[config.mk]
export PLATFORM = sky130hd
export DESIGN_NAME = sem_bank
export DESIGN_NICKNAME = d
export VERILOG_FILES = /design/src/rtl/sem_pkg.sv /design/src/rtl/sem_cell.sv /design/src/rtl/eng_seq.sv /design/src/rtl/host_port.sv /design/src/rtl/sem_bank.sv
export SDC_FILE = /design/constraint.sdc
export NUM_CORES = 1
export LEC_CHECK = 0
export BUFFER_PORTS_ARGS = -buffer_cell sky130_fd_sc_hd__buf_2
export CORE_AREA = 2 2 39 41
export CTS_CLUSTER_DIAMETER = 60
export DETAILED_ROUTE_END_ITERATION = 16
export DIE_AREA = 0 0 41 43
export GPL_TIMING_DRIVEN = 1
export PLACE_DENSITY = 0.67
export SYNTH_ARGS = -nofsm -noshare
export SYNTH_HDL_FRONTEND = slang
export SYNTH_SLANG_ARGS = --single-unit
[constraint.sdc]
create_clock -name clk -period 1.2 [get_ports clk]
set_input_delay 0.24 -clock clk [delete_from_list [all_inputs] [get_ports clk]]
set_output_delay 0.24 -clock clk [all_outputs]
set_load 0.05 [all_outputs]
[src/rtl/sem_pkg.sv]
package sem_pkg;
  // number of semaphores the task engine claims (indices 0 .. ENG_SEMS-1)
  localparam int ENG_SEMS = 2;
  // engine claim order: start phase claims 0, setup phase claims 1
  localparam int START_IDX = 0;
  localparam int SETUP_IDX = 1;
endpackage

[src/rtl/sem_cell.sv]
module sem_cell (
  input  logic clk,
  input  logic rst,
  input  logic host_rd,
  input  logic host_rel,
  input  logic eng_take,
  input  logic eng_rel,
  output logic host_got,
  output logic eng_grant,
  output logic eng_refuse
);
  logic val_q;

  always_comb begin
    eng_grant  = eng_take & val_q;
    eng_refuse = eng_take & ~val_q;
    host_got   = host_rd & val_q & ~eng_take;
  end

  always_ff @(posedge clk) begin
    if (rst)                       val_q <= 1'b1;
    else if (eng_grant)            val_q <= 1'b0;
    else if (host_rel || eng_rel)  val_q <= 1'b1;
    else if (host_rd)              val_q <= 1'b0;
  end

  p_read_clears_r2: assert property (@(posedge clk) disable iff (rst)
    (host_rd && !eng_rel) |=> !val_q);
  p_release_frees_r4: assert property (@(posedge clk) disable iff (rst)
    (host_rel && !eng_take) |=> val_q);
  p_grant_holds_r5: assert property (@(posedge clk) disable iff (rst)
    eng_grant |=> !val_q);
  p_refuse_keeps_r7: assert property (@(posedge clk) disable iff (rst)
    (eng_refuse && !host_rel && !eng_rel) |=> !val_q);
endmodule

[src/rtl/eng_seq.sv]
module eng_seq
  import sem_pkg::*;
(
  input  logic                clk,
  input  logic                rst,
  input  logic                task_start,
  input  logic                setup_done,
  input  logic                task_end,
  input  logic [ENG_SEMS-1:0] grant,
  output logic [ENG_SEMS-1:0] take_o,
  output logic [ENG_SEMS-1:0] rel_o
);
  logic [ENG_SEMS-1:0] held_q;

  always_comb begin
    take_o            = '0;
    take_o[START_IDX] = task_start & ~task_end;
    take_o[SETUP_IDX] = setup_done & ~task_end;
    rel_o             = task_end ? held_q : '0;
  end

  always_ff @(posedge clk) begin
    if (rst)           held_q <= '0;
    else if (task_end) held_q <= '0;
    else               held_q <= held_q | grant;
  end

  p_end_drops_r6: assert property (@(posedge clk) disable iff (rst)
    task_end |=> (held_q == '0));
  p_refused_not_held_r7: assert property (@(posedge clk) disable iff (rst)
    (take_o[START_IDX] && !grant[START_IDX]) |=> (held_q[START_IDX] == $past(held_q[START_IDX])));
  p_grant_owned_r5: assert property (@(posedge clk) disable iff (rst)
    (grant[SETUP_IDX] && !task_end) |=> held_q[SETUP_IDX]);
endmodule

[src/rtl/host_port.sv]
module host_port #(
  parameter int N_SEM  = 3,
  parameter int DATA_W = 8,
  parameter int ADDR_W = 2
) (
  input  logic              clk,
  input  logic              rst,
  input  logic              req,
  input  logic              we,
  input  logic [ADDR_W-1:0] addr,
  input  logic [DATA_W-1:0] wdata,
  input  logic [N_SEM-1:0]  got,
  input  logic              err,
  output logic [N_SEM-1:0]  rd_sel,
  output logic [N_SEM-1:0]  rel_sel,
  output logic              stat_clr,
  output logic [DATA_W-1:0] rdata,
  output logic              rvalid
);
  localparam logic [ADDR_W-1:0] STAT_ADDR = ADDR_W'(N_SEM);

  logic rd_bit;

  always_comb begin
    rd_sel   = '0;
    rel_sel  = '0;
    rd_bit   = 1'b0;
    for (int i = 0; i < N_SEM; i++) begin
      if (req && addr == ADDR_W'(i)) begin
        rd_sel[i]  = ~we;
        rel_sel[i] = we & wdata[0];
        rd_bit     = got[i];
      end
    end
    if (req && addr == STAT_ADDR) rd_bit = err;
    stat_clr = req & we & (addr == STAT_ADDR);
  end

  always_ff @(posedge clk) begin
    if (rst) begin
      rdata  <= '0;
      rvalid <= 1'b0;
    end else begin
      rvalid <= req & ~we;
      rdata  <= (req & ~we) ? {{(DATA_W-1){1'b0}}, rd_bit} : '0;
    end
  end

  p_rvalid_follows_r2: assert property (@(posedge clk) disable iff (rst)
    (req && !we) |=> rvalid);
  p_upper_zero_r2: assert property (@(posedge clk) disable iff (rst)
    rvalid |-> (rdata[DATA_W-1:1] == '0));
endmodule

[src/rtl/sem_bank.sv]
module sem_bank
  import sem_pkg::*;
#(
  parameter int N_SEM  = 3,
  parameter int DATA_W = 8,
  parameter int ADDR_W = 2
) (
  input  logic              clk,
  input  logic              rst,
  input  logic              host_req,
  input  logic              host_we,
  input  logic [ADDR_W-1:0] host_addr,
  input  logic [DATA_W-1:0] host_wdata,
  output logic [DATA_W-1:0] host_rdata,
  output logic              host_rvalid,
  input  logic              task_start,
  input  logic              setup_done,
  input  logic              task_end,
  output logic              err_flag
);
  logic [N_SEM-1:0]    rd_sel, rel_sel, got, refuse;
  logic [ENG_SEMS-1:0] eng_take, eng_rel, eng_grant;
  logic                stat_clr, err_q;

  host_port #(.N_SEM(N_SEM), .DATA_W(DATA_W), .ADDR_W(ADDR_W)) u_port (
    .clk(clk), .rst(rst), .req(host_req), .we(host_we), .addr(host_addr),
    .wdata(host_wdata), .got(got), .err(err_q), .rd_sel(rd_sel),
    .rel_sel(rel_sel), .stat_clr(stat_clr), .rdata(host_rdata),
    .rvalid(host_rvalid)
  );

  eng_seq u_seq (
    .clk(clk), .rst(rst), .task_start(task_start), .setup_done(setup_done),
    .task_end(task_end), .grant(eng_grant), .take_o(eng_take), .rel_o(eng_rel)
  );

  for (genvar i = 0; i < N_SEM; i++) begin : g_sem
    if (i < ENG_SEMS) begin : g_shared
      sem_cell u_cell (
        .clk(clk), .rst(rst), .host_rd(rd_sel[i]), .host_rel(rel_sel[i]),
        .eng_take(eng_take[i]), .eng_rel(eng_rel[i]), .host_got(got[i]),
        .eng_grant(eng_grant[i]), .eng_refuse(refuse[i])
      );
    end else begin : g_host_only
      logic unused_grant;
      sem_cell u_cell (
        .clk(clk), .rst(rst), .host_rd(rd_sel[i]), .host_rel(rel_sel[i]),
        .eng_take(1'b0), .eng_rel(1'b0), .host_got(got[i]),
        .eng_grant(unused_grant), .eng_refuse(refuse[i])
      );
    end
  end

  always_ff @(posedge clk) begin
    if (rst)             err_q <= 1'b0;
    else if (|refuse)    err_q <= 1'b1;
    else if (stat_clr)   err_q <= 1'b0;
  end

  assign err_flag = err_q;

  p_err_set_r7: assert property (@(posedge clk) disable iff (rst)
    (|refuse) |=> err_flag);
  p_err_sticky_r8: assert property (@(posedge clk) disable iff (rst)
    (err_flag && !stat_clr) |=> err_flag);
  p_err_cleared_r8: assert property (@(posedge clk) disable iff (rst)
    (stat_clr && !(|refuse)) |=> !err_flag);
endmodule

==> parameters.txt <==
Parameter                              Value

Placement
  Count of input and output buffers ... 12
  Placed standard-cell area ... 532 µm²
  Routability Congestion ... 0.673
  Post-Place Setup Slack ... ~0.032 ns
  Dpl hpwl ... 715 µm

Logic synthesis
  Combined area of all synthesized cells ... 478 µm²
  EDFF count, synth ... 0
  Number of instances in the synthesized netlist ... 55
  Top cell types by occurrence after synthesis ... sky130_fd_sc_hd__buf_4 (8), sky130_fd_sc_hd__dfxtp_1 (8), sky130_fd_sc_hd__nand2_1 (7), sky130_fd_sc_hd__a21oi_1 (5), sky130_fd_sc_hd__nand2b_1 (4)
  Unique masters post-synth ... 23
  Post-synthesis area per instance ... 8.69 µm²
  Cell type with the largest total area after synthesis ... sky130_fd_sc_hd__dfxtp_1
  Async S/R FF share, synth ... 0%
  Total of warnings raised by yosys ... 0
  Post-synthesis register bit count ... 8
  Synth top area share ... around a third
  Share of synthesized area occupied by flip-flops and latches ... 33.5%
  Largest cells by area after synthesis ... sky130_fd_sc_hd__dfxtp_1 (34%), sky130_fd_sc_hd__buf_4 (13%), sky130_fd_sc_hd__nand2_1 (5.5%)
  Primary FF master, synth ... sky130_fd_sc_hd__dfxtp_1

Floorplanning
  # IOs ... 27
  Vertical extent of the die ... 43 µm
  Row count ... 14
  Die width ... about 41 µm
  Overall die area ... 0.00176 mm²
  Initial cell density of the core ... between 30% and 40%
  Standard cell core area ... 0.00138 mm²

Final layout
  Inserted Diodes ... 0
  Filler instances ... 151
  Nets@finish ... 89
  Area of the multi-input gates ... roughly 260 µm²
  Layout cell share with drive strength beyond 1 ... 34.3%
  Relative area change from synthesis to final layout ... 16.0%
  Post-route design area ... roughly 550 µm²
  Area occupied by registers ... ~160 µm²

Timing
  Fmax ... 900 MHz
  Final Max Slew Viols ... 0
  Hold slack final ... 0.250 ns
  Final worst path period need ... 1.11 ns
  Skew final ... 0.00120 ns
  Ratio of final minimum period to clock period ... 92.6%
  Endpoints failing setup ... 0
  Final Hold Fails ... 0
  Setup WS post-layout ... 0.0885 ns
  Post-route setup TNS ... 0 ns
  Unrepaired setup endpoints after global routing ... false

Clock tree
  Clock latency at the later pin of the worst-skew pair ... between 0.2 and 0.3 ns
  Maximum count of clock buffers along a single path ... 2
  Number of buffers created by CTS ... 3
  Resized Gates After CTS ... 0
  Clock tree from TritonCTS ... built
  Number of sinks handled by clock tree synthesis ... 8
  Clock-pin slew on the worst setup and hold paths ... 0.05 ns
  Post-cts hold buffer count ... 0
  Depth of the CTS H-tree ... 1
  Clk Tree Root Cell ... sky130_fd_sc_hd__clkbuf_4
  Postcts setup bufs ... 0

Worst setup path
  Worst setup path class ... flip-flop to output port
  Register-to-Register Setup Slack ... 0.15 ns
  Required time of the critical path ... 0.96 ns
  Ordered cell list for the critical path ... buf_2
  Sum of buffers and inverters on the critical path ... 1
  Slowest CP cell ... sky130_fd_sc_hd__dfxtp_1
  WP data arrival ... 0.87 ns
  R2R Path Start ... g_sem[1].g_shared.u_cell.val_q
  Delay-heaviest family, CP ... flip-flops
  Slowest cell delay on critical path ... 0.35 ns
  CP Launch Type ... flip-flop
  Critical Path End Type ... output port
  Critical path fanouts, max ... 3
  R2r worst-path depth ... 3
  R2R Path End ... u_port.rdata[0]

Route
  Total wire length after detailed routing ... 971 µm
  Via/cell ratio ... between 5 and 6
  Length of the first detailed-routing pass in iterations ... 4
  Vias ... 434
  Post-route antenna net violation count ... 0
  Drt initial violations ... 23
  Routed WL per cell ... roughly 11 µm
  DR DRC count ... 0

Global routing
  Total overflow reported by the global router ... 0
  Wire length of the first global-routing pass ... 1.45 mm
  Antenna violations before repair ... 0
  Global routing met1 resource utilization ... between 10% and 20%
  Routing usage on met3 ... roughly 1.6%
  Met2 capacity usage during global routing ... 20.6%
  GRT Overall Usage ... 11.9%
  Most crowded layer after global routing ... met2
  Vias in the first global route ... 375
  Maximum number of pins on one net before global-route repair ... 10

Power
  Sequential share of power ... 44.0%
  Internal power summed over all cells ... 450 µW
  Overall Power ... between 600 and 700 µW
  P_sw ... 213 µW
  Sw Ratio ... 32.1%
  Part of the power in the clock network ... 30.8%
  Cell area power density ... 1200 mW/mm²
  Lkg Pwr ... 0.000262 µW
  Logic gate share of total power ... 25.2%
  Worst IR Drop VDD ... around 0.0004 V

Worst hold path
  HP Start ... rst
  Capture endpoint of the worst hold path ... err_flag
  Number of stages on the worst hold path ... 2
  Type of the most critical hold path ... input port to flip-flop

Run
  Max-capacitance violation count ... 0

Outcome
  Outcome ... complete, no violations
## how the worst max path moves through the flow
stage | from | end | slack (ns) | cells past startpoint
global placement | host_we | g_sem[0].g_shared.u_cell.val_q | 0.06 | 4
floorplan | err_flag | u_port.rdata[0] | 0.11 | 3
CTS | err_flag | err_flag | 0.07 | 1
global route | err_flag | err_flag | 0.04 | 1
finish | err_flag | err_flag | 0.09 | 1
detailed placement | host_we | g_sem[0].g_shared.u_cell.val_q | 0.03 | 4
## metrics by stage
| step | std cells | util [%] |
|---|---|---|
| 5_1_grt | 86 | 40.1 |
| 4_1_cts | 86 | 40.1 |
| 3_5_place_dp | 83 | 38.4 |
| 6_report | 86 | 40.1 |
| 2_1_floorplan | 61 | - |
| 3_3_place_gp | 83 | 38.4 |
## logic make-up (layout without fill, tap and decap cells)
family                 count (synthesis)  in the layout  synth area share [%]
other                                  1              7                 0.785
and+or+nand+nor                       22             22                  29.8
AOI/OAI and AO/OA                     13             13                  19.4
buffers and inverters                 11             20                  16.5
DFF                                    8              8                  33.5
## power groups by stage
stage                     Combinational (µW)  Sequential [µW]  Clock (µW)
after floorplan                          126              311           0
after global placement                   163              297           0
after detailed placement                 165              297           0
after CTS                                166              292         213
after global routing                     180              294         229
final                                    167              292         204
## final cells by class
cell class	instances	area share [%]
clock buffer	3	4.06
multi-input combinational	42	47.2
tap	16	3.61
sequential	8	28.9
timing repair buffer	15	14.9
inverter	2	1.35
## layout by cell type, fill, tap and decap left out, drive strengths merged, types with 3 or more instances in the layout
master and instances:
nor3 3, clkbuf 3, a21oi 5, buf 15, nand2 7, conb 7
nand2b 4, dfxtp 8
## layer usage
metal / vias to the layer above / routed length [µm]
li1: 211 / -
met1: 191 / 422
met2: 27 / 451
met3: 5 / 75
met4: 0 / 21
met5: - / 0
## state kept, by name, summed over array words and instances, names as in the netlist
register and cells:
u_port.rdata 1, err_flag 1, g_sem.g_host_only.u_cell.val_q 1, u_seq.held_q 2
g_sem.g_shared.u_cell.val_q 2, u_port.rvalid 1
(Power assumes the default switching activity.)
